$ cat src/rtl/rx_sched_pkg.sv
// Shared types and helpers for the receive burst scheduler.
// Assumes nothing beyond IEEE 1800-2017 packages.
package rx_sched_pkg;

    // Scheduler phase: waiting to select, or streaming a burst.
    typedef enum logic {
        SCH_WAIT  = 1'b0,
        SCH_BURST = 1'b1
    } sch_state_e;

    // Odd parity bit for a word of any width up to 32 bits.
    function automatic logic odd_par(input logic [31:0] w);
        return ~(^w);
    endfunction

endpackage

$ cat src/rtl/rx_sched_elig.sv
// Per-channel eligibility: a channel may be served when its fill
// reaches the threshold or it holds a packet end.
// Assumes cfg_threshold is nonzero; fill counts are unsigned.
module rx_sched_elig #(
    parameter int NUM_CH = 4,
    parameter int FILL_W = 8
) (
    input  logic [NUM_CH*FILL_W-1:0] ch_fill,
    input  logic [NUM_CH-1:0]        ch_has_eop,
    input  logic [FILL_W-1:0]        cfg_threshold,
    output logic [NUM_CH-1:0]        elig
);

    genvar gi;
    generate
        for (gi = 0; gi < NUM_CH; gi++) begin : g_ch
            // Compare one channel's fill with the threshold.
            assign elig[gi] = (ch_fill[gi*FILL_W +: FILL_W] >= cfg_threshold)
                              || ch_has_eop[gi];
        end
    endgenerate

endmodule

$ cat src/rtl/rx_sched_rr.sv
// Round-robin picker: finds the first eligible channel after last_idx,
// wrapping at NUM_CH. Purely combinational.
// Assumes last_idx < NUM_CH.
module rx_sched_rr #(
    parameter int NUM_CH = 4,
    parameter int IDX_W  = 2
) (
    input  logic [NUM_CH-1:0] elig,
    input  logic [IDX_W-1:0]  last_idx,
    output logic [IDX_W-1:0]  grant_idx,
    output logic              grant_any
);

    // Scan candidates in rotating order starting one past last_idx.
    always_comb begin
        grant_idx = '0;
        grant_any = 1'b0;
        for (int off = 1; off <= NUM_CH; off++) begin
            int cand;
            cand = int'(last_idx) + off;
            if (cand >= NUM_CH) cand = cand - NUM_CH;
            if (!grant_any && elig[cand]) begin
                grant_any = 1'b1;
                grant_idx = IDX_W'(cand);
            end
        end
    end

endmodule

$ cat src/rtl/rx_sched_out.sv
// Output register stage: holds one bus cycle (address, data or idle)
// and adds odd parity. All outputs clear under reset.
// Assumes the caller never requests address and data in one cycle.
module rx_sched_out #(
    parameter int DATA_W = 32,
    parameter int MOD_W  = 2
) (
    input  logic              clk,
    input  logic              rst_n,
    input  logic              nxt_sx,
    input  logic              nxt_val,
    input  logic [DATA_W-1:0] nxt_data,
    input  logic              nxt_sop,
    input  logic              nxt_eop,
    input  logic [MOD_W-1:0]  nxt_mod,
    output logic [DATA_W-1:0] rx_data,
    output logic              rx_sx,
    output logic              rx_val,
    output logic              rx_sop,
    output logic              rx_eop,
    output logic [MOD_W-1:0]  rx_mod,
    output logic              rx_prty
);
    import rx_sched_pkg::*;

    // Register the next bus cycle and its parity.
    always_ff @(posedge clk) begin
        if (!rst_n) begin
            rx_data <= '0;
            rx_sx   <= 1'b0;
            rx_val  <= 1'b0;
            rx_sop  <= 1'b0;
            rx_eop  <= 1'b0;
            rx_mod  <= '0;
            rx_prty <= 1'b0;
        end else begin
            rx_data <= nxt_data;
            rx_sx   <= nxt_sx;
            rx_val  <= nxt_val;
            rx_sop  <= nxt_sop;
            rx_eop  <= nxt_eop;
            rx_mod  <= nxt_mod;
            rx_prty <= odd_par(32'(nxt_data));
        end
    end

    AST_SX_VAL_EXCL: assert property (@(posedge clk) disable iff (!rst_n)
        !(rx_sx && rx_val));
    AST_EOP_NEEDS_VAL: assert property (@(posedge clk) disable iff (!rst_n)
        (rx_eop || rx_sop) |-> rx_val);
    AST_MOD_ZERO: assert property (@(posedge clk) disable iff (!rst_n)
        (rx_val && !rx_eop) |-> (rx_mod == '0));

endmodule

$ cat src/rtl/rx_burst_sched.sv
// Receive burst scheduler top. Picks an eligible channel round-robin,
// emits an address cycle, then streams up to cfg_burst_len words from
// the shared FIFO read port, stopping early at a packet end or an
// empty FIFO. rx_enb low freezes the scheduler and idles the bus.
// Assumes: first-word-fall-through FIFO read port muxed by fifo_rd_sel,
// fill counts that reflect pops before the next edge, and configuration
// that stays stable while a burst is in flight.
module rx_burst_sched #(
    parameter int NUM_CH = 4,
    parameter int DATA_W = 32,
    parameter int FILL_W = 8,
    parameter int BL_W   = 8,
    localparam int IDX_W = (NUM_CH > 1) ? $clog2(NUM_CH) : 1,
    localparam int MOD_W = (DATA_W > 8) ? $clog2(DATA_W / 8) : 1
) (
    input  logic                     clk,
    input  logic                     rst_n,
    input  logic [FILL_W-1:0]        cfg_threshold,
    input  logic [BL_W-1:0]          cfg_burst_len,
    input  logic [NUM_CH*FILL_W-1:0] ch_fill,
    input  logic [NUM_CH-1:0]        ch_has_eop,
    output logic [IDX_W-1:0]         fifo_rd_sel,
    output logic                     fifo_rd_en,
    input  logic [DATA_W-1:0]        fifo_rd_data,
    input  logic                     fifo_rd_sop,
    input  logic                     fifo_rd_eop,
    input  logic [MOD_W-1:0]         fifo_rd_mod,
    input  logic                     rx_enb,
    output logic [DATA_W-1:0]        rx_data,
    output logic                     rx_sx,
    output logic                     rx_val,
    output logic                     rx_sop,
    output logic                     rx_eop,
    output logic [MOD_W-1:0]         rx_mod,
    output logic                     rx_prty
);
    import rx_sched_pkg::*;

    localparam logic [IDX_W-1:0] LAST_CH = IDX_W'(NUM_CH - 1);

    sch_state_e        st_q, st_d;
    logic [IDX_W-1:0]  sel_q, sel_d;
    logic [IDX_W-1:0]  last_q, last_d;
    logic [BL_W-1:0]   cnt_q, cnt_d;
    logic [NUM_CH-1:0] elig;
    logic [IDX_W-1:0]  grant_idx;
    logic              grant_any;
    logic [FILL_W-1:0] sel_fill;
    logic              sel_nonempty;
    logic              burst_full;
    logic              nxt_sx, nxt_val, nxt_sop, nxt_eop;
    logic [DATA_W-1:0] nxt_data;
    logic [MOD_W-1:0]  nxt_mod;

    rx_sched_elig #(.NUM_CH(NUM_CH), .FILL_W(FILL_W)) elig_i (
        .ch_fill       (ch_fill),
        .ch_has_eop    (ch_has_eop),
        .cfg_threshold (cfg_threshold),
        .elig          (elig)
    );

    rx_sched_rr #(.NUM_CH(NUM_CH), .IDX_W(IDX_W)) rr_i (
        .elig      (elig),
        .last_idx  (last_q),
        .grant_idx (grant_idx),
        .grant_any (grant_any)
    );

    // Fill and burst-limit status of the channel being drained.
    assign sel_fill     = ch_fill[sel_q*FILL_W +: FILL_W];
    assign sel_nonempty = (sel_fill != '0);
    assign burst_full   = ({1'b0, cnt_q} + (BL_W+1)'(1)) >= {1'b0, cfg_burst_len};
    assign fifo_rd_sel  = sel_q;

    // Next-state and next-bus-cycle decision.
    always_comb begin
        st_d       = st_q;
        sel_d      = sel_q;
        last_d     = last_q;
        cnt_d      = cnt_q;
        fifo_rd_en = 1'b0;
        nxt_sx     = 1'b0;
        nxt_val    = 1'b0;
        nxt_sop    = 1'b0;
        nxt_eop    = 1'b0;
        nxt_data   = '0;
        nxt_mod    = '0;
        if (rx_enb) begin
            case (st_q)
                SCH_WAIT: begin
                    if (grant_any) begin
                        nxt_sx   = 1'b1;
                        nxt_data = DATA_W'(grant_idx);
                        sel_d    = grant_idx;
                        last_d   = grant_idx;
                        cnt_d    = '0;
                        st_d     = SCH_BURST;
                    end
                end
                SCH_BURST: begin
                    if (sel_nonempty) begin
                        fifo_rd_en = 1'b1;
                        nxt_val    = 1'b1;
                        nxt_data   = fifo_rd_data;
                        nxt_sop    = fifo_rd_sop;
                        nxt_eop    = fifo_rd_eop;
                        nxt_mod    = fifo_rd_eop ? fifo_rd_mod : '0;
                        cnt_d      = cnt_q + BL_W'(1);
                        if (fifo_rd_eop || burst_full) st_d = SCH_WAIT;
                    end else begin
                        st_d = SCH_WAIT;
                    end
                end
                default: st_d = SCH_WAIT;
            endcase
        end
    end

    // Scheduler state registers; pointer starts at the top channel.
    always_ff @(posedge clk) begin
        if (!rst_n) begin
            st_q   <= SCH_WAIT;
            sel_q  <= '0;
            last_q <= LAST_CH;
            cnt_q  <= '0;
        end else begin
            st_q   <= st_d;
            sel_q  <= sel_d;
            last_q <= last_d;
            cnt_q  <= cnt_d;
        end
    end

    rx_sched_out #(.DATA_W(DATA_W), .MOD_W(MOD_W)) out_i (
        .clk      (clk),
        .rst_n    (rst_n),
        .nxt_sx   (nxt_sx),
        .nxt_val  (nxt_val),
        .nxt_data (nxt_data),
        .nxt_sop  (nxt_sop),
        .nxt_eop  (nxt_eop),
        .nxt_mod  (nxt_mod),
        .rx_data  (rx_data),
        .rx_sx    (rx_sx),
        .rx_val   (rx_val),
        .rx_sop   (rx_sop),
        .rx_eop   (rx_eop),
        .rx_mod   (rx_mod),
        .rx_prty  (rx_prty)
    );

    AST_PAUSE_IDLE: assert property (@(posedge clk) disable iff (!rst_n)
        !rx_enb |=> (!rx_val && !rx_sx));
    AST_NO_EMPTY_READ: assert property (@(posedge clk) disable iff (!rst_n)
        fifo_rd_en |-> sel_nonempty);
    AST_BURST_LIMIT: assert property (@(posedge clk) disable iff (!rst_n)
        (st_q == SCH_BURST && cfg_burst_len != '0) |-> (cnt_q < cfg_burst_len));
    AST_EOP_ENDS: assert property (@(posedge clk) disable iff (!rst_n)
        (rx_val && rx_eop) |-> (st_q == SCH_WAIT));
    AST_IDLE_WHEN_NONE: assert property (@(posedge clk) disable iff (!rst_n)
        (st_q == SCH_WAIT && !grant_any) |=> (!rx_val && !rx_sx));
    AST_ADDR_THEN_BURST: assert property (@(posedge clk) disable iff (!rst_n)
        rx_sx |-> (st_q == SCH_BURST && rx_data == DATA_W'(sel_q)));

endmodule

$ cat config.mk
export PLATFORM = sky130hd
export DESIGN_NAME = rx_burst_sched
export DESIGN_NICKNAME = d
export VERILOG_FILES = /design/src/rtl/rx_sched_pkg.sv /design/src/rtl/rx_sched_elig.sv /design/src/rtl/rx_sched_rr.sv /design/src/rtl/rx_sched_out.sv /design/src/rtl/rx_burst_sched.sv
export SDC_FILE = /design/constraint.sdc
export NUM_CORES = 1
export LEC_CHECK = 0
export BUFFER_PORTS_ARGS = -buffer_cell sky130_fd_sc_hd__buf_2
export CORE_ASPECT_RATIO = 0.75
export CORE_MARGIN = 10
export CORE_UTILIZATION = 44
export CTS_CLUSTER_SIZE = 14
export DETAILED_ROUTE_END_ITERATION = 8
export PLACE_DENSITY = 0.77
export SYNTH_ARGS = -nofsm -noshare
export SYNTH_HDL_FRONTEND = slang
export SYNTH_HIERARCHICAL = 1
export SYNTH_SLANG_ARGS = --single-unit
$ cat constraint.sdc
create_clock -name clk -period 2.95 [get_ports clk]
set_clock_uncertainty 0.2 [all_clocks]
set_input_delay 0.295 -clock clk [delete_from_list [all_inputs] [get_ports clk]]
set_output_delay 0.295 -clock clk [all_outputs]
set_load 0.02 [all_outputs]
# ---- Word level (Yosys, flattened, before mapping)
# Cells that the tools add are included.
dict set report op_classes {
  n_addsub 10
  magnitude_cmp 13
  eq_ne 2
  shift 1
  muxes 38
  n_bitwise 4
  n_reduce_logical 18
}
# operator n
set op_table {}
lappend op_table {{$mux W32} 6}
lappend op_table {{$ge A32 B4 Y1 const B} 4}
lappend op_table {{$lt A32 B4 Y1 const B} 4}
lappend op_table {{$sub A32 B4 Y32 const B} 4}
lappend op_table {{$pmux W32 S2} 1}
lappend op_table {{$ge A8 B8 Y1} 4}
lappend op_table {{$reduce_xor A32 Y1} 1}
lappend op_table {{$shiftx A32 B6 Y8} 1}
lappend op_table {{$mux W1} 18}
lappend op_table {{$mux W8} 2}
lappend op_table {{$pmux W8 S2} 1}
lappend op_table {{$mux W2} 5}
lappend op_table {{$add A8 B1 Y9 const B} 1}
lappend op_table {{$ge A9 B8 Y1} 1}
lappend op_table {{$add A8 B1 Y8 const B} 1}
lappend op_table {{$bmux W1 S2} 4}
lappend op_table {{$reduce_bool A8 Y1} 1}
lappend op_table {{$add A2 B2 Y3 const B} 2}
lappend op_table {{$reduce_and A3 Y1} 2}
lappend op_table {{$logic_or A1 B1 Y1} 5}
lappend op_table {{$reduce_and A5 Y1} 1}
lappend op_table {{$add A2 B3 Y4 const B} 1}
lappend op_table {{$not A1 Y1} 4}
lappend op_table {{$reduce_and A4 Y1} 1}
lappend op_table {{other kinds (7)} 11}
dict set report word_totals {
  regBits 52
  inputBits 91
  output_inout_bits 42
  word_cells 97
}

# ---- Longest topological paths before layout
# Gate-level depths: netlist of the first run.
dict set report logic_depth {
  ltp_word 21
  mapped_depth 17
  mapped_depth_nobuf 17
}

# ---- Modules after synthesis
# The synthesis of the first run kept the hierarchy.
# module n_inst cells_per_inst area_each_um2
set by_module_without_submodules {}
lappend by_module_without_submodules {rx_sched_out 1 113 1320.0}
lappend by_module_without_submodules {rx_burst_sched 1 164 1191.1}
lappend by_module_without_submodules {rx_sched_elig 1 75 696.9}
lappend by_module_without_submodules {rx_sched_rr 1 14 91.3}

# ---- Worst setup path after synthesis of the first run
# Ideal clock, no wire load.
dict set report synth_path {
  path_kind {in2reg}
  startpoint {input cfg_threshold[6]}
  endpoint {register out_i.rx_prty}
  setup_ns 0.115
  arrival_ns 2.589
  required_ns 2.635
  path_slack_ns 0.046
  path_stages 17
  path_cell_list {inv_1 ha_1 a21o_1 a211oi_2 o21ai_1 nor2_1 nand2_1 nand3_1 inv_1 nand2_1 o21ai_0 xnor2_1 xnor2_1 xnor2_1 xnor2_1 xnor2_1 and2_1}
}
dict set report synth_between {
  elab_chain_cells 20
}
# element line
set synth_lines {}
lappend synth_lines {{start, declared} rx_burst_sched.sv:18} ;# input logic [FILL_W-1:0] cfg_threshold,
lappend synth_lines {{$ge A8 B8 Y1 *} rx_sched_elig.sv:18} ;# assign elig[gi] = (ch_fill[gi*FILL_W +: FILL_W] >= cfg_threshold)
lappend synth_lines {{$logic_or A1 B1 Y1 *} rx_sched_elig.sv:19} ;# || ch_has_eop[gi];
lappend synth_lines {{named net elig[3]} rx_burst_sched.sv:45} ;# logic [NUM_CH-1:0] elig;
lappend synth_lines {{$bmux W1 S2} rx_sched_rr.sv:22} ;# if (!grant_any && elig[cand]) begin
lappend synth_lines {{$mux W1 (not written as such) (2 in a row)} rx_sched_rr.sv:22}
lappend synth_lines {{$mux W1} rx_sched_rr.sv:22}
lappend synth_lines {{$logic_not A1 Y1} rx_sched_rr.sv:22}
lappend synth_lines {{$logic_and A1 B1 Y1} rx_sched_rr.sv:22}
lappend synth_lines {{[6 not listed]} n/a}
lappend synth_lines {{$mux W1 *} rx_sched_rr.sv:22}
lappend synth_lines {{named net grant_any} rx_burst_sched.sv:47} ;# logic grant_any;
lappend synth_lines {{$mux W2 *} rx_burst_sched.sv:91} ;# if (grant_any) begin
lappend synth_lines {{$pmux W32 S2 *} rx_burst_sched.sv:89} ;# case (st_q)
lappend synth_lines {{$mux W32 *} rx_burst_sched.sv:88} ;# if (rx_enb) begin
lappend synth_lines {{named net nxt_data[1]} rx_burst_sched.sv:52} ;# logic [DATA_W-1:0] nxt_data;
lappend synth_lines {{$reduce_xor A32 Y1 *} rx_sched_pkg.sv:13} ;# return ~(^w);
lappend synth_lines {{$not A1 Y1 *} rx_sched_pkg.sv:13}
lappend synth_lines {{end signal, assigned} rx_sched_out.sv:43} ;# rx_prty <= odd_par(32'(nxt_data));
lappend synth_lines {{end, declared} rx_sched_out.sv:22} ;# output logic rx_prty
# The timed path passes the listed nets; every way through them passes the cells marked *. The select of a mux whose other input is x is not followed.
# A chain may end at the register's enable or synchronous reset.

# ---- Worst setup path after layout of the first run
dict set report layout_path {
  startpoint {input cfg_threshold[6]}
  endpoint {register out_i.rx_prty}
}
dict set report layout_between {
  elab_chain_cells 20
}
# element line
set layout_lines {}
lappend layout_lines {{$ge A8 B8 Y1 *} rx_sched_elig.sv:18}
lappend layout_lines {{$logic_or A1 B1 Y1 *} rx_sched_elig.sv:19}
lappend layout_lines {{named net elig[3]} rx_burst_sched.sv:45}
lappend layout_lines {{$bmux W1 S2} rx_sched_rr.sv:22}
lappend layout_lines {{$mux W1 (not written as such) (2 in a row)} rx_sched_rr.sv:22}
lappend layout_lines {{$mux W1} rx_sched_rr.sv:22}
lappend layout_lines {{$logic_not A1 Y1} rx_sched_rr.sv:22}
lappend layout_lines {{$logic_and A1 B1 Y1} rx_sched_rr.sv:22}
lappend layout_lines {{[6 not listed]} n/a}
lappend layout_lines {{$mux W2 *} rx_sched_rr.sv:22}
lappend layout_lines {{named net grant_idx[0]} rx_burst_sched.sv:46} ;# logic [IDX_W-1:0] grant_idx;
lappend layout_lines {{$mux W2 *} rx_burst_sched.sv:91}
lappend layout_lines {{$pmux W32 S2 *} rx_burst_sched.sv:89}
lappend layout_lines {{$mux W32 *} rx_burst_sched.sv:88}
lappend layout_lines {{named net nxt_data[0]} rx_burst_sched.sv:52}
lappend layout_lines {{$reduce_xor A32 Y1 *} rx_sched_pkg.sv:13}
lappend layout_lines {{$not A1 Y1 *} rx_sched_pkg.sv:13}
# Marked as above.

==> results of run 1 <==
-- cell type report --
class,instances,share of cell area [%]
Timing Repair Buffer,147,18.5
Multi-Input combinational cell,278,49.4
Tap cell,101,2.93
Sequential cell,52,24.2
Inverter,25,2.18
Clock inverter,2,0.900
Clock buffer,6,1.92
-- kinds of logic after synthesis --
kind of cell             share of synthesized area (%)
flip-flops                                        31.6
AO/OA/AOI/OAI                                     13.8
multiplexers                                     0.303
buffers and inverters                             4.89
adder cells (fa/ha/maj)                           15.5
AND/OR/NAND/NOR                                   24.3
XOR/XNOR                                          9.56
-- worst max path at each step --
| stage | slack (ns) | end |
|---|---|---|
| floorplan | 0.05 | out_i/rx_prty |
| global placement | -0.14 | out_i/rx_prty |
| detailed placement | -0.23 | out_i/rx_prty |
| CTS | 0.07 | out_i/rx_prty |
| global route | 0.01 | out_i/rx_prty |
| finish | 0.17 | out_i/rx_prty |
-- routing by layer --
layer	part of all wire [%]	global-route usage, %	wire length, um
met1	44	18.6	4040
met2	49	26.1	4440
met3	6.5	5.18	594
met4	0.62	3.21	57
met5	0	0	0
-- synthesized netlist by cell type (6+ instances only) --
cell type	number	area share (%)
dfxtp_1	52	32
ha_1	41	16
and2_1	40	7.6
nor2b_1	32	6.1
xnor2_1	30	8.0
inv_1	25	2.8
nand2_1	15	1.7
nand3_1	13	2.0
nor2_1	10	1.1
a21oi_1	9	1.4
o21ai_0	7	1.1
xor2_1	6	1.6
-- critical path: stages --
cell and delay [ns]:
buf_2 0.08, inv_2 0.05, ha_1 0.31, a21o_1 0.20
a211oi_2 0.23, o21ai_2 0.12, and2b_1 0.19, a21oi_2 0.14
o221ai_2 0.11, nand2_1 0.10, o21ai_2 0.07, xnor2_1 0.19
xnor2_1 0.16, xnor2_1 0.15, xnor2_1 0.15, xnor2_1 0.08
and2_1 0.16
-- through the flow --
step,power (mW),setup slack [ns]
3_5_place_dp,1.28,-0.231
4_1_cts,1.79,0.0749
3_3_place_gp,1.26,-0.141
6_report,1.79,0.167
5_1_grt,1.89,0.0150
2_1_floorplan,1.10,0.0463
-- placed cells by master, fill, tap and decap left out, types with 4 or more instances in the layout --
| cell | count |
|---|---|
| nor2b_1 | 32 |
| o211ai_1 | 4 |
| o21ai_2 | 5 |
| nand3_1 | 13 |
| buf_2 | 132 |
| ha_1 | 41 |
| o21ai_0 | 5 |
| nor3b_1 | 4 |
| or3_1 | 4 |
| nand2b_1 | 5 |
| buf_4 | 13 |
| a211oi_2 | 6 |
| and2_1 | 40 |
| o2111ai_1 | 5 |
| dfxtp_1 | 52 |
| clkbuf_8 | 6 |
| a21o_1 | 5 |
| inv_1 | 23 |
| xor2_1 | 6 |
| xnor2_1 | 30 |
| o21a_1 | 5 |
| a31oi_1 | 5 |
| nor2_1 | 9 |
| nand2_1 | 15 |
| a21oi_1 | 9 |
| nor4_1 | 4 |
-- timing repair --
item                       4_1_cts  5_1_grt
resized for setup                0       12
setup endpoints to repair        0        1
hold endpoints to repair         0        0
-- power by group --
part           switching [mW]  internal, mW
clock                   0.240         0.278
combinational           0.266         0.254
sequential             0.0175         0.732
-- state kept, by name (all words and copies together), names as in the netlist --
register and count:
out_i/rx_data 32, cnt_q 8, fifo_rd_sel 2, last_q 2, out_i/rx_mod 2, out_i/rx_eop 1, out_i/rx_prty 1, out_i/rx_sop 1
out_i/rx_sx 1, out_i/rx_val 1, st_q 1
==> reports/qor.csv, run 1 <==
stage,metric,value,unit
global_route,antenna_found_initial,0,
die,num_rows,27,
yosys,syn_area_per_cell,9.01,um2
sta,setup_viol,0,
finish,stdcell_area,0.00431,mm2
routing,drt_first_iter_violations,171,
clocking,clkSlewWorstSetupHoldPaths,0.09,ns
sta,setup_tns,0,ns
setup_path,crit_type,input pin to flop,
global_route,grt_max_degree,45,
worst_hold_path,hp-class,input pin to flop,
sta,rsz0062_at_grt,false,
sta,maxSlewHeadroom,60.8,%
yosys,synth_edf_count,0,
sta,tightest_slew,0.588,ns
routing,wire_per_inst,14.9,um
sta,final_hold_viol_count,0,
setup_path,arrival,2.78,ns
sta,fin_crit,2.78,ns
routing,vias,2943,
clocking,clk_latency,0.30,ns
yosys,synth_area,0.00330,mm2
setup_path,worstSetupEndpointType,flop,
yosys,yosysSeqAreaShare,31.6,%
global_route,grt_pass1_vias,3036,
sta,finalMaxSlewViolations,0,
clocking,cts.sinks,52,
worst_hold_path,worstHoldStart,fifo_rd_eop,
setup_path,start_kind,input pin,
finish,diodes,0,
clocking,hold_buffers,0,
finish,fillers,667,
place,hpwl,7690,um
yosys,syn_inst,366,
yosys,async_reset_ff_share,0,%
finish,area_delta_synth_final,30.6,%
global_route,grt_pass1_wl,14500,um
yosys,ys_warn_count,6,
routing,drt-vias-per-instance,4.82,
finish,nNetsFinal,641,
yosys,ys_seq_elements,52,
run_status,run_status,finished clean,
place,post_dp_cell_area,0.00416,mm2
run,maxCapViolations,0,
global_route,grt-ovfl-total,0,
place,place.gp.congestion,0.851,
clocking,cts_root_buf,clkbuf_8,
die,dieWidth,120,um
worst_hold_path,min_to,st_q,
yosys,synth_fp_nets,498,
routing,drc,0,
worst_hold_path,hold_path_depth,4,
sta,fin_crit_sh,94.3,%
power_and_ir_drop,vdd_drop_max,205,uV
setup_path,r2r_slack,0.32,ns
clocking,cts_max_level,2,
setup_path,worstPathRequired,2.95,ns
power_and_ir_drop,power.density,415,mW/mm2
routing,first_pass_iters,5,
sta,timing.hold.ws,0.0832,ns
routing,drt-total-wl,9130,um
yosys,ys_dominant_reg_cell,dfxtp_1,
routing,ant_nets,0,
die,fp.dieH,95.0,um
setup_path,reg2reg_from,fifo_rd_sel[0],
global_route,grt_usage,15.3,%
clocking,post_cts_buffers,0,
finish,regArea,0.00104,mm2
finish,drive_gt1_share,33.9,%
clocking,cts_tree,built,
place,dpl.cell_count,603,
clocking,cts_buffer_depth,2,
clocking,cts_inserted_buffers,5,
die,core_area,0.00733,mm2
setup_path,startpoint,cfg_threshold[6],
setup_path,r2r_end,out_i/rx_prty,
power_and_ir_drop,leakage,2.11,nW
yosys,ys_types,41,
finish,fin_util,58.8,%
sta,max_freq,0.359,GHz
setup_path,cp_max_fo,4,
finish,multi_input_area,0.00213,mm2
die,start_util,45.0,%
finish,stdcell_count,611,
place,port_buffers,132,
setup_path,rr_worst_depth,11,
die,io_pins,133,
die,die_area,0.0114,mm2
Power figures use the tool's default switching activity.
==> run 2: changes to the inputs <==
- CELL_PAD_IN_SITES_DETAIL_PLACEMENT: default -> 1
- CELL_PAD_IN_SITES_GLOBAL_PLACEMENT: default -> 1
- CORE_UTILIZATION: 44 -> 32
- PLACE_DENSITY: 0.77 -> default
- PLACE_DENSITY_LB_ADDON: default -> 0.1
==> run 2 against run 1 <==
Compared with the run above: final cell count grew 6.5%; register-to-register slack lost 0.13 ns; critical path depth is the same; combinational power grew 12%; global-route usage shrank 1.6 points; cell area grew 7.4%; sequential share of layout area shrank 1.7 points; critical endpoint unchanged.
==> reports/qor.csv, run 2 (same netlist as run 1, synthesis figures left out) <==
stage,metric,value,unit
finish,fin_util,45.5,%
global_route,grt_max_degree,45,
routing,vias,3043,
clocking,clk_latency,0.29,ns
finish,regArea,0.00104,mm2
routing,first_pass_iters,4,
setup_path,start_kind,input pin,
routing,dr.max_layer_used,met4,
clocking,clkSlewWorstSetupHoldPaths,0.07,ns
place,dp_slack,-0.359,ns
finish,largest_reg_flops,32,
global_route,grt_usage,13.7,%
global_route,grt_pass1_wl,16500,um
worst_hold_path,hp-class,input pin to flop,
clocking,hold_buffers,0,
global_route,antenna_found_initial,0,
place,dpl.cell_count,639,
die,io_pins,133,
clocking,cts_max_level,2,
sta,maxSlewHeadroom,53.5,%
sta,final_hold_viol_count,0,
die,fp.dieH,108,um
clocking,cts_root_buf,clkbuf_16,
finish,diodes,0,
routing,met3_length,649,um
power_and_ir_drop,vdd_drop_max,232,uV
place,place.gp.congestion,0.808,
clocking,cts_inserted_buffers,5,
routing,wl_met1,4580,um
finish,stdcell_count,651,
die,die_area,0.0148,mm2
global_route,grt-ovfl-total,0,
finish,fillers,1246,
finish,multi_input_area,0.00232,mm2
routing,drc,0,
place,hpwl,8610,um
routing,met2WireLength,5410,um
clocking,cts_tree,built,
routing,drt-total-wl,10700,um
die,core_area,0.0102,mm2
die,start_util,32.4,%
finish,nNetsFinal,646,
routing,drt-vias-per-instance,4.67,
sta,timing.hold.ws,0.117,ns
sta,fin_crit,2.82,ns
place,port_buffers,132,
sta,postLayoutSetupSlackWorst,0.126,ns
clocking,cts.sinks,52,
finish,area_delta_synth_final,40.3,%
setup_path,crit_type,input pin to flop,
global_route,grt_pass1_vias,3317,
setup_path,worstPathRequired,2.93,ns
die,dieWidth,137,um
sta,setup_tns,0,ns
finish,final_cell_mix,"129 x buf_2, 52 x dfxtp_1, 40 x and2_1",
finish,top_register,out_i/rx_data,
power_and_ir_drop,leakage,2.16,nW
sta,tightest_slew,0.697,ns
sta,fin_crit_sh,95.7,%
sta,finalMaxSlewViolations,0,
sta,max_freq,0.354,GHz
power_and_ir_drop,power.density,412,mW/mm2
run_status,run_status,finished clean,
finish,drive_gt1_share,39.8,%
power_and_ir_drop,power.total,1.91,mW
clocking,cts_buffer_depth,2,
sta,setup_viol,0,
routing,drt_first_iter_violations,98,
die,num_rows,32,
routing,wire_per_inst,16.5,um
finish,reg.largest.list,"out_i/rx_data (32), cnt_q (8)",
setup_path,cp_max_fo,4,
routing,ant_nets,0,
finish,stdcell_area,0.00463,mm2
setup_path,arrival,2.81,ns
setup_path,worstSetupEndpointType,flop,
finish,layout_commonest_cell,buf_2,
place,post_dp_cell_area,0.00420,mm2
run,maxCapViolations,0,
run 2: worst paths after layout:
check	start	to	slack, ns	cells after the start
setup / recovery	cfg_threshold[6]	out_i/rx_prty	0.13	17
hold / removal	fifo_rd_mod[0]	out_i/rx_mod[0]	0.12	3
setup reg to reg	fifo_rd_sel[0]	out_i/rx_prty	0.19	11
hold reg to reg	cnt_q[1]	cnt_q[1]	0.29	2
run 2: critical path, cell delays in order:
cell	delay (ns)
buf_2	0.11
clkinv_4	0.10
ha_4	0.23
a21o_1	0.17
a211oi_2	0.21
o21ai_2	0.11
and2b_2	0.22
a21oi_2	0.13
o221ai_2	0.12
nand2_1	0.11
o21ai_2	0.08
xnor2_2	0.14
xnor2_1	0.21
xnor2_1	0.16
xnor2_1	0.16
xnor2_1	0.10
and2_1	0.16
run 2: routing by layer:
| metal | vias up | GRT usage (%) |
|---|---|---|
| met2 | 61 | 24.2 |
| li1 | 1554 | - |
| met5 | - | 0 |
| met1 | 1422 | 16.1 |
| met4 | 0 | 2.33 |
| met3 | 6 | 4.49 |
run 2: power breakdown:
group          leakage [nW]  internal [mW]  total, mW  switching, mW
combinational          1.66          0.283      0.580          0.296
clock                0.0736          0.313      0.579          0.266
sequential            0.422          0.732      0.750         0.0178
run 2: final cells by class:
class | instances | share of cell area [%]
multi-input combinational | 278 | 50.1
sequential | 52 | 22.5
timing repair buffer | 152 | 18.2
tap | 136 | 3.68
clock buffer | 5 | 2.70
inverter | 25 | 2.41
clock inverter | 3 | 0.405
run 2: what timing repair did:
item / CTS / global route
pin swaps: 1 / 26
endpoints found under the setup margin: 1 / 1
resized for setup: 2 / 50
buffers inserted: 0 / 4
==> run 3: changes to the inputs <==
- CAP_MARGIN: default -> 20
- CTS_BUF_LIST: default -> sky130_fd_sc_hd__clkbuf_16
- clock period: 2.95 -> 2.4 ns (I/O delays scaled with it)
==> run 3 against run 2 <==
Compared with the run above: the run now ends with setup timing left; first-iteration DRC count fell by 27%; critical endpoint unchanged; count of clock-buffer cells in the layout unchanged; setup slack got worse by 0.51 ns.
==> reports/qor.csv, run 3 (same netlist as run 1, synthesis figures left out) <==
stage,metric,value,unit
die,num_rows,32,
routing,drt-total-wl,10900,um
sta,timing.hold.ws,0.0575,ns
setup_path,arrival,2.77,ns
die,start_util,32.4,%
finish,layout_commonest_cell,buf_2,
place,post_dp_cell_area,0.00428,mm2
place,dpl.cell_count,645,
power_and_ir_drop,seq_power_share,38.4,%
finish,drive_gt1_share,44.7,%
sta,postLayoutSetupSlackWorst,-0.381,ns
routing,drt-vias-per-instance,4.67,
clocking,cts_buffer_depth,2,
global_route,grt_usage,14.2,%
sta,setup_viol,1,
run_status,violations,setup timing,
setup_path,worstSetupEndpointType,flop,
routing,drt_first_iter_violations,72,
place,place.gp.congestion,0.769,
die,die_area,0.0148,mm2
clocking,cts.sinks,52,
clocking,cts_tree,built,
die,core_area,0.0102,mm2
finish,nNetsFinal,659,
worst_hold_path,hp-class,input pin to flop,
sta,final_hold_viol_count,0,
power_and_ir_drop,p_int,1.66,mW
power_and_ir_drop,leakage,2.26,nW
routing,drc,0,
finish,reg.largest.list,"out_i/rx_data (32), cnt_q (8)",
clocking,clkSlewWorstSetupHoldPaths,0.07,ns
place,hpwl,8790,um
power_and_ir_drop,switching_power,743,uW
setup_path,cp_max_fo,4,
routing,ant_nets,0,
clocking,cts_inserted_buffers,5,
finish,largest_reg_flops,32,
sta,fin_crit_sh,116,%
routing,wire_per_inst,16.4,um
die,fp.dieH,108,um
global_route,antenna_found_initial,0,
finish,stdcell_area,0.00486,mm2
global_route,grt_pass1_vias,3396,
power_and_ir_drop,power_frac_comb,31.8,%
die,io_pins,133,
finish,final_cell_mix,"129 x buf_2, 48 x dfxtp_1, 40 x and2_1",
setup_path,start_kind,input pin,
finish,diodes,0,
global_route,grt_pass1_wl,17100,um
run,maxCapViolations,0,
run_status,run_status,"finished, violations left",
sta,fin_crit,2.78,ns
sta,max_freq,0.360,GHz
power_and_ir_drop,power.density,494,mW/mm2
sta,maxSlewHeadroom,70.5,%
power_and_ir_drop,power.total,2.40,mW
global_route,grt-ovfl-total,0,
routing,first_pass_iters,3,
sta,finalMaxSlewViolations,0,
setup_path,crit_type,input pin to flop,
place,port_buffers,132,
sta,setup_tns,-0.381,ns
global_route,grt_max_degree,40,
finish,stdcell_count,664,
clocking,clk_latency,0.29,ns
die,dieWidth,137,um
finish,fin_util,47.8,%
sta,rsz0062_at_grt,true,
place,dp_slack,-0.760,ns
clocking,cts_root_buf,clkbuf_16,
power_and_ir_drop,switching_share,30.9,%
power_and_ir_drop,vdd_drop_max,471,uV
routing,vias,3101,
power_and_ir_drop,clkPwrFrac,29.8,%
sta,tightest_slew,0.442,ns
clocking,cts_max_level,2,
setup_path,worstPathRequired,2.39,ns
finish,area_delta_synth_final,47.4,%
finish,top_register,out_i/rx_data,
run 3: cell types whose count changed in the layout (fill, tap and decap cells not counted), sizes merged:
cell      delta
buf         +13
inv          +2
clkinv       -3
clkinvlp     +1
run 3: layer usage:
metal	part of all wire, %	track usage (%)	up-vias
met5	0	0	-
met4	0.60	1.80	0
met2	51	25.3	56
met1	43	16.9	1459
met3	5.8	4.36	6
li1	-	-	1580
run 3: final timing paths:
check	start	end	slack, ns	cells after the start
worst min register to register	cnt_q[1]	cnt_q[1]	0.28	2
worst max register to register	fifo_rd_sel[1]	out_i/rx_prty	-0.30	12
worst min-delay path	rst_n	st_q	0.06	3
worst max-delay path	cfg_threshold[6]	out_i/rx_prty	-0.38	19
run 3: repair_timing:
item                                   CTS  global route
pin swaps                               20            20
setup endpoints to repair                2             3
hold buffers                             0             0
setup buffers                            5             5
cloned                                   1             0
gates resized for setup                 35            37
endpoints found under the hold margin    0             0
run 3: cell type report:
type,instances,area (um2)
multi-input cells,278,2400
well taps,136,170
flip-flops and latches,52,1050
fillers,1229,5310
inverters,25,106
clock buffers,5,125
clock inverters,3,20.0
repair buffers,165,992
run 3: worst max-delay path, stage by stage:
cell and delay, ns:
buf_8 0.10, inv_8 0.06, ha_4 0.20, a21o_1 0.20, a211oi_4 0.26, o21ai_4 0.10, buf_4 0.15, nor2_4 0.11
nand2_2 0.07, nand3_2 0.09, inv_2 0.06, nand2_2 0.08, o21ai_2 0.07, xnor2_1 0.19, xnor2_1 0.17, xnor2_1 0.12
xnor2_1 0.23, xnor2_1 0.12, and2_1 0.16
run 3: power by group through the flow:
| stage | logic, mW | registers, mW | clock network, mW |
|---|---|---|---|
| 3_3_place_gp | 0.635 | 0.940 | 0 |
| 5_1_grt | 0.846 | 0.929 | 0.773 |
| 2_1_floorplan | 0.379 | 0.977 | 0 |
| 3_5_place_dp | 0.658 | 0.941 | 0 |
| 4_1_cts | 0.720 | 0.922 | 0.737 |
| 6_report | 0.765 | 0.923 | 0.715 |
